===== src/rtl/page_writer.sv =====
module page_writer #(
  parameter int PAGE_W        = 12,
  parameter int COL_W         = 9,
  parameter int LEN_W         = 9,
  parameter int HALF          = 5,
  parameter int CS_SETUP      = 3,
  parameter int CS_HOLD       = 3,
  parameter int CS_GAP        = 25,
  parameter int REFRESH_EVERY = 2
) (
  input  logic              clk,
  input  logic              rst_n,
  input  logic              req_valid,
  input  logic              req_modify,
  input  logic [PAGE_W-1:0] req_page,
  input  logic [COL_W-1:0]  req_col,
  input  logic [LEN_W-1:0]  req_len,
  output logic              req_ready,
  input  logic [7:0]        wr_data,
  output logic              wr_take,
  output logic              cs_n,
  output logic              sck,
  output logic              mosi,
  input  logic              miso
);
  localparam int BI_W = LEN_W + 2;
  localparam int CW   = $clog2(CS_GAP + CS_SETUP + CS_HOLD + HALF + 1);
  localparam int RW   = $clog2(REFRESH_EVERY + 1);

  typedef enum logic [2:0] {S_IDLE, S_SETUP, S_SHIFT, S_HOLD, S_GAP} st_t;
  typedef enum logic [1:0] {PH_XFER, PH_LOAD, PH_PROG, PH_RFSH} ph_t;

  st_t st;
  ph_t ph;
  logic              busy, modify, buf_b, is_poll, rdy_seen;
  logic [PAGE_W-1:0] page, rptr;
  logic [COL_W-1:0]  col;
  logic [LEN_W-1:0]  len;
  logic [RW-1:0]     pcnt;
  logic [CW-1:0]     cnt;
  logic [2:0]        bits;
  logic [7:0]        sh, rx, opc, nxt;
  logic [BI_W-1:0]   bi, lastb;
  logic [23:0]       addr;

  wire need_poll = !rdy_seen && !(ph == PH_LOAD && !modify);
  wire tick      = (st == S_SHIFT) && (cnt == CW'(HALF - 1));
  wire more      = tick && sck && (bits == 3'd7) && (bi != lastb);

  assign wr_take   = more && !is_poll && (bi >= BI_W'(3));
  assign req_ready = !busy;
  assign mosi      = sh[7];

  always_comb begin
    case (ph)
      PH_XFER: begin opc = buf_b ? 8'h55 : 8'h53; addr = 24'({page, {COL_W{1'b0}}}); end
      PH_LOAD: begin opc = buf_b ? 8'h87 : 8'h84; addr = 24'(col); end
      PH_PROG: begin opc = buf_b ? 8'h86 : 8'h83; addr = 24'({page, {COL_W{1'b0}}}); end
      default: begin opc = buf_b ? 8'h58 : 8'h59; addr = 24'({rptr, {COL_W{1'b0}}}); end
    endcase
    if (is_poll)                nxt = 8'h00;
    else if (bi == BI_W'(0))    nxt = addr[23:16];
    else if (bi == BI_W'(1))    nxt = addr[15:8];
    else if (bi == BI_W'(2))    nxt = addr[7:0];
    else                        nxt = wr_data;
  end

  always_ff @(posedge clk or negedge rst_n) begin
    if (!rst_n) begin
      st <= S_IDLE; ph <= PH_LOAD; busy <= 1'b0; modify <= 1'b0; buf_b <= 1'b0;
      is_poll <= 1'b0; rdy_seen <= 1'b0; page <= '0; rptr <= '0; col <= '0;
      len <= '0; pcnt <= '0; cnt <= '0; bits <= '0; sh <= '0; rx <= '0;
      bi <= '0; lastb <= '0; cs_n <= 1'b1; sck <= 1'b0;
    end else begin
      case (st)
        S_IDLE:
          if (!busy) begin
            if (req_valid) begin
              busy <= 1'b1; modify <= req_modify; page <= req_page;
              col <= req_col; len <= req_len; rdy_seen <= 1'b0;
              ph <= req_modify ? PH_XFER : PH_LOAD;
            end
          end else begin
            st <= S_SETUP; cs_n <= 1'b0; cnt <= '0; bi <= '0; bits <= '0;
            is_poll <= need_poll;
            sh <= need_poll ? 8'h57 : opc;
            lastb <= need_poll ? BI_W'(1)
                   : (ph == PH_LOAD ? BI_W'(len) + BI_W'(3) : BI_W'(3));
          end
        S_SETUP:
          if (cnt == CW'(CS_SETUP - 1)) begin st <= S_SHIFT; cnt <= '0; end
          else cnt <= cnt + 1'b1;
        S_SHIFT:
          if (tick) begin
            cnt <= '0;
            sck <= ~sck;
            if (!sck) rx <= {rx[6:0], miso};
            else if (bits == 3'd7) begin
              bits <= '0;
              if (more) begin bi <= bi + 1'b1; sh <= nxt; end
              else st <= S_HOLD;
            end else begin
              bits <= bits + 1'b1;
              sh <= {sh[6:0], 1'b0};
            end
          end else cnt <= cnt + 1'b1;
        S_HOLD:
          if (cnt == CW'(CS_HOLD - 1)) begin st <= S_GAP; cs_n <= 1'b1; cnt <= '0; end
          else cnt <= cnt + 1'b1;
        default:
          if (cnt == CW'(CS_GAP - 1)) begin
            st <= S_IDLE;
            cnt <= '0;
            if (is_poll) rdy_seen <= rx[7];
            else begin
              rdy_seen <= 1'b0;
              case (ph)
                PH_XFER: ph <= PH_LOAD;
                PH_LOAD: ph <= PH_PROG;
                PH_PROG: begin
                  buf_b <= ~buf_b;
                  if (pcnt == RW'(REFRESH_EVERY - 1)) begin pcnt <= '0; ph <= PH_RFSH; end
                  else begin pcnt <= pcnt + 1'b1; busy <= 1'b0; end
                end
                default: begin rptr <= rptr + 1'b1; busy <= 1'b0; end
              endcase
            end
          end else cnt <= cnt + 1'b1;
      endcase
    end
  end

  AST_SCK_IDLE_LOW: assert property (@(posedge clk) disable iff (!rst_n) cs_n |-> !sck);
  AST_SCK_HALF_MIN: assert property (@(posedge clk) disable iff (!rst_n)
    ($rose(sck) || $fell(sck)) |=> $stable(sck));
  AST_CS_RISE_SCK_LOW: assert property (@(posedge clk) disable iff (!rst_n) $rose(cs_n) |-> !sck);
  AST_READY_BUS_IDLE: assert property (@(posedge clk) disable iff (!rst_n) req_ready |-> cs_n);
  AST_TAKE_IN_CMD: assert property (@(posedge clk) disable iff (!rst_n)
    wr_take |-> (!cs_n && !req_ready));
endmodule


===== config.mk =====
export PLATFORM = sky130hd
export DESIGN_NAME = page_writer
export DESIGN_NICKNAME = d
export VERILOG_FILES = /design/src/rtl/page_writer.sv
export SDC_FILE = /design/constraint.sdc
export NUM_CORES = 1
export LEC_CHECK = 0
export CAP_MARGIN = 10
export CORE_MARGIN = 1
export CORE_UTILIZATION = 62
export CTS_CLUSTER_SIZE = 12
export DETAILED_ROUTE_END_ITERATION = 8
export PLACE_DENSITY = 0.85
export SLEW_MARGIN = 5
export SYNTH_ARGS = -nofsm -noshare
export SYNTH_HDL_FRONTEND = slang
export SYNTH_SLANG_ARGS = --single-unit

===== constraint.sdc =====
create_clock -name clk -period 5.8 [get_ports clk]
set_input_delay 1.16 -clock clk [delete_from_list [all_inputs] [get_ports clk]]
set_output_delay 1.16 -clock clk [all_outputs]
set_load 0.01 [all_outputs]

==> qor.yml, run 1 <==
outcome: "finished, final reports clean"
synth_compound_area_share_pct: 14.09
core-area_sq_mm: 0.008299
grt_pass1_vias: 4125
cts-root-buf: "clkbuf_8"
postCtsSetupBuffers: 0
ys.flop_type: "dfrtp_1"
cp-start-kind: "flop"
wl_met1_um: 5403
drt-initial-drc-count: 285
synth-xor-area-share_pct: 5.878
grt_max_degree: 63
yosys.area_share.simple_pct: 17.00
fin_skew_ps: 11.45
ys_ff_latch: 102
fin_cells: 683
whs_path_depth: 1
r2r_slack_ps: 2960
yosysUniqueCellTypes: 59
fmax_mhz: 255.3
hold_slack_ps: 499.4
min_path_type: "flop to flop"
reg2reg_from: "st[1]"
async_reset_ff_share_pct: 100.0
synth_top_area_share_pct: 46.65
period_minus_slack_ps: 3917
hpwlAfterDp_um: 9019
r2r_cells: 5
avgSynthCellArea_sq_um: 10.06
clk_pin_slew_ps: 100
syn-instance-count: 533
power.density_mw_per_mm2: 375.7
slew_viol_final: 0
port_buffers: 47
track_usage_pct: 29.53
dr_total_vias: 4323
synth_warnings: 0
hp-start: "rptr[8]"
worstMarginPinSlew_ps: 1020
grt_pass1_wl_um: 20180
synth_most_common_cell: "dfrtp_1"
critPathArrivalTime_ps: 2760
synthAdderAreaFrac_pct: 3.499
netlist_area_sq_mm: 0.005364
grt_overflow_total: 0
ir_worst_vdd_mv: 0.2417
netlist_top_cells_area: "dfrtp_1 (47%), mux2_2 (8.8%), nand2_1 (3.8%), a21oi_1 (3.5%), ha_1 (3.5%)"
fp.dieW_um: 95.02
crit_required_ps: 4640
rsz0062_at_grt: "false"
ant_nets: 0
drc_errors: 0
dp.cells: 667
hold-path-endpoint: "rptr[8]"
reg2reg_to: "bi[10]"
vias_per_cell: 6.329
yosys.area.top_type: "dfrtp_1"
fin_nets: 631
cts_tree: "done"
slew_headroom_pct: 31.55
gp_congestion: 0.9398
pin_count: 48
fin_crit_sh_pct: 67.54
start_util_pct: 64.63
mappedNetlistNets: 591
cts_made_buffers: 9
met3_length_um: 813
dieArea_sq_mm: 0.009028
insertion_delay_ps: 380
wire_per_inst_um: 17.90
hold_viol: 0
synth_top_family_by_area: "simple AND/OR/NAND/NOR gates"
synth_common_cells: "dfrtp_1 (100), nand2_1 (55), mux2_2 (42)"
routed.top_layer: "met4"
holdBufCountCts: 0
critical_path_class: "flop to output port"
cts-resized-gates: 0
area_growth_pct: 13.37
die_h_um: 95.02
fin_setup_tns_ps: 0
antenna_cells: 0
met2_wirelength_um: 5727
layout-drive-gt1-share_pct: 12.46
numClockSinks: 102
synthMuxAreaShare_pct: 9.004
htree_levels: 3
end_kind: "output port"
synth_edf_count: 0
clk_path_buf_depth: 2
wirelength_um: 12230
maxCapViolations: 0
setup_violations: 0
yosysSeqAreaShare_pct: 47.63
antenna_found_initial: 0
row_count: 33
first_pass_iters: 5
leakagePower_nw: 2.687
crit_fanout: 12
-- worst max-delay path, cell delays in order, from the launching register on --
cell and delay (ps):
dfrtp_1 640, nor3b_4 570, nand4_1 300, a211oi_1 280, clkdlybuf4s50_1 580
-- area by class of cell --
class                   count  area (sq um)
clock buffers               9         123.9
clock inverters             7         62.56
fillers                   593          2218
inverters                  19         71.32
multi-input cells         392          2654
flip-flops and latches    102          2555
well taps                 105         131.4
repair buffers             49         483.0
-- kinds of logic after synthesis --
family | after synthesis
flops | 102
mux | 43
xor+xnor | 36
compound gates | 121
fa+ha+maj | 15
simple gates | 177
buf+inv | 39
-- placed cells by master (no fill, tap or decap), types with 5 or more instances in the layout --
| master | Yosys | routed |
|---|---|---|
| dfrtp_1 | 100 | 100 |
| nand2_1 | 55 | 55 |
| clkdlybuf4s50_1 | 0 | 46 |
| mux2_2 | 42 | 42 |
| a21oi_1 | 38 | 38 |
| nor2_1 | 35 | 35 |
| o21ai_0 | 32 | 32 |
| nand3_1 | 26 | 26 |
| xor2_1 | 20 | 20 |
| inv_1 | 19 | 19 |
| xnor2_1 | 16 | 16 |
| ha_1 | 15 | 15 |
| nand4_1 | 11 | 11 |
| clkbuf_8 | 0 | 9 |
| or3_1 | 8 | 8 |
| a22oi_1 | 8 | 8 |
| and3_1 | 7 | 7 |
| nor4_1 | 5 | 5 |
| a211oi_1 | 5 | 5 |
| nor2b_1 | 5 | 5 |
| o31ai_1 | 5 | 5 |
-- power breakdown --
| part | leakage, nW | switching (W) | internal [W] | total, W |
|---|---|---|---|---|
| Sequential | 1.32 | 0.000171 | 0.000883 | 0.00105 |
| Clock | 0.0984 | 0.000271 | 0.000167 | 0.000438 |
| Combinational | 1.27 | 0.000462 | 0.000331 | 0.000793 |
| Total | 2.69 | 0.000903 | 0.00138 | 0.00228 |
-- worst max path at each step --
stage	startpoint	endpoint	slack, ps	cells after the start
3_5_place_dp	st[1]	wr_take	2330	4
4_1_cts	st[1]	wr_take	1900	4
5_1_grt	cnt[0]	wr_take	1730	7
6_report	st[1]	wr_take	1880	4
2_1_floorplan	cnt[0]	wr_take	3130	6
3_3_place_gp	cnt[0]	wr_take	2510	7
-- routing by layer --
layer,up-vias,track usage [%]
met4,0,9.848
met3,29,5.662
met1,2124,41.40
met5,-,0
li1,2000,-
met2,170,46.34
-- through the flow --
step | setup slack [ps] | area (sq um) | total power (W) | util [%]
after floorplan | 3132 | 5364 | 0.001594 | -
after global placement | 2508 | 5894 | 0.001799 | 71.02
after detailed placement | 2326 | 5894 | 0.001842 | 71.02
after CTS | 1895 | 6081 | 0.002275 | 73.27
after global routing | 1728 | 6081 | 0.002430 | 73.27
final | 1883 | 6081 | 0.002284 | 73.27
-- sequential cells by signal (all words and copies together) (netlist names), 6 cells and up --
name,flops
lastb,10
rx,8
rptr,12
page,12
col,9
len,9
bi,11
cnt,6
sh,8
(Power assumes the default switching activity.)
==> run 2: changes to the inputs <==
Settings changed: CORE_UTILIZATION 62 to 58, PLACE_DENSITY 0.85 to 0.8.
Clock period 5.8 ns to 4 ns, I/O delays scaled along.
==> qor.yml, run 2 (same netlist as run 1, synthesis figures left out) <==
slew_headroom_pct: 32.20  # +0.65 points
finish.utilization_pct: 69.03  # -4.2 points
leakagePower_nw: 2.701  # +0.52%
drt-initial-drc-count: 276  # -3.2%
htree_levels: 3  # unchanged
period_minus_slack_ps: 3544
insertion_delay_ps: 390  # about the same
numClockSinks: 102  # unchanged
grt_pass1_wl_um: 20360  # +0.92%
ant_nets: 0  # unchanged
cts-resized-gates: 0  # unchanged
worstMarginPinSlew_ps: 1010  # -9.700 ps
grt_overflow_total: 0  # unchanged
power.density_mw_per_mm2: 544.3  # +45%
core-area_sq_mm: 0.008848  # +6.6%
critical_path_class: "flop to output port"
crit_fanout: 5  # -7
seq_area_sq_mm: 0.002555  # unchanged
mostFrequentLayoutCell: "dfrtp_1"
crit_required_ps: 3200  # -1440 ps
critPathArrivalTime_ps: 2740  # -20 ps
layout-drive-gt1-share_pct: 12.74  # +0.28 points
cp-startpoint: "cnt[0]"
vias_per_cell: 6.206  # -1.9%
finalPower_w: 0.003325  # +46%
clk_path_buf_depth: 2  # unchanged
first_pass_iters: 7  # +2
wirelength_um: 11900  # -2.6%
cts_tree: "done"
cts_made_buffers: 9  # unchanged
hold_viol: 0  # unchanged
setup_violations: 0  # unchanged
gp_congestion: 0.9039  # -3.8%
die_h_um: 98.17  # +3.3%
clk_pin_slew_ps: 110  # about the same
row_count: 34  # +3.0%
antenna_cells: 0  # unchanged
reg2reg_from: "st[2]"
cts-root-buf: "clkbuf_8"
end_kind: "output port"
postCtsSetupBuffers: 0  # unchanged
layout_setup_ws_ps: 455.6  # -1427 ps
maxCapViolations: 0  # unchanged
outcome: "finished, final reports clean"
fin_nets: 634  # +0.48%
wire_per_inst_um: 17.28  # -3.5%
fmax_mhz: 282.1
multiInputGateArea_sq_mm: 0.002654  # unchanged
ir_worst_vdd_mv: 0.3216  # +33%
start_util_pct: 60.62  # -4.0 points
dr_total_vias: 4276  # -1.1%
grt_max_degree: 41  # -35%
cp-start-kind: "flop"
min_path_type: "input pin to async pin"
slew_viol_final: 0  # unchanged
dp_slack_ps: 937.3  # -1388 ps
grt_pass1_vias: 4192  # +1.6%
port_buffers: 47  # unchanged
area_growth_pct: 13.88
final_cell_mix: "dfrtp_1 (100), nand2_1 (55), clkdlybuf4s50_1 (46), mux2_2 (42), a21oi_1 (38)"
pin_count: 48  # unchanged
hold_slack_ps: 369.7  # -129.7 ps
hpwlAfterDp_um: 8800  # -2.4%
drc_errors: 0  # unchanged
holdBufCountCts: 0  # unchanged
top_regs: "page x12, rptr x12, bi x11"
fin_skew_ps: 11.26  # -0.1977 ps
fillers: 674  # +14%
dieArea_sq_mm: 0.009636  # +6.7%
fp.dieW_um: 98.17  # +3.3%
fin_setup_tns_ps: 0  # unchanged
fin_crit_sh_pct: 88.61
antenna_found_initial: 0  # unchanged
track_usage_pct: 26.75  # -2.8 points
rsz0062_at_grt: "false"
[run 2: cell count changes in the layout (fill, tap and decap cells not counted), sizes merged]
cell / change
buf: +3
clkbuf: +1
clkinv: -1
[run 2: report_power, final]
part	internal (W)	switching [W]
Clock	0.000246	0.000403
Sequential	0.00128	0.000241
Combinational	0.000489	0.000666
[run 2: cell type report]
class                   count  share of cell area (%)
flip-flops and latches    102                   41.83
repair buffers             52                   8.275
inverters                  19                   1.168
clock inverters             6                  0.9832
well taps                 108                   2.212
clock buffers              10                   2.089
multi-input cells         392                   43.45
[run 2: metal layers]
metal,part of all wire [%],track usage [%],vias to the layer above
met1,46,37.51,2119
met3,5.8,6.228,22
met4,1.4,7.577,0
li1,-,-,1999
met2,47,41.93,136
met5,0,0,-
[run 2: stage by stage]
step | instances | cell area [sq um]
after floorplan | 533 | 5364
after global placement | 673 | 5921
after detailed placement | 673 | 5921
after CTS | 689 | 6108
after global routing | 689 | 6108
final | 689 | 6108
[run 2: worst paths after layout]
kind,endpoint,slack [ps],cells after the start
worst max-delay path,wr_take,460,7
worst min-delay path,len[0],370,1
worst max register to register,sh[4],1390,5
worst min register to register,sh[6],500,2
max in group asynchronous,ph[0],2780,2
min in group clk,sh[6],500,2
[run 2: critical path, stage by stage (launching register included)]
cell	delay, ps
dfrtp_1	420
inv_1	110
ha_1	210
nand4b_1	150
nor2_1	330
nand4_1	250
a211oi_1	290
clkdlybuf4s50_1	590
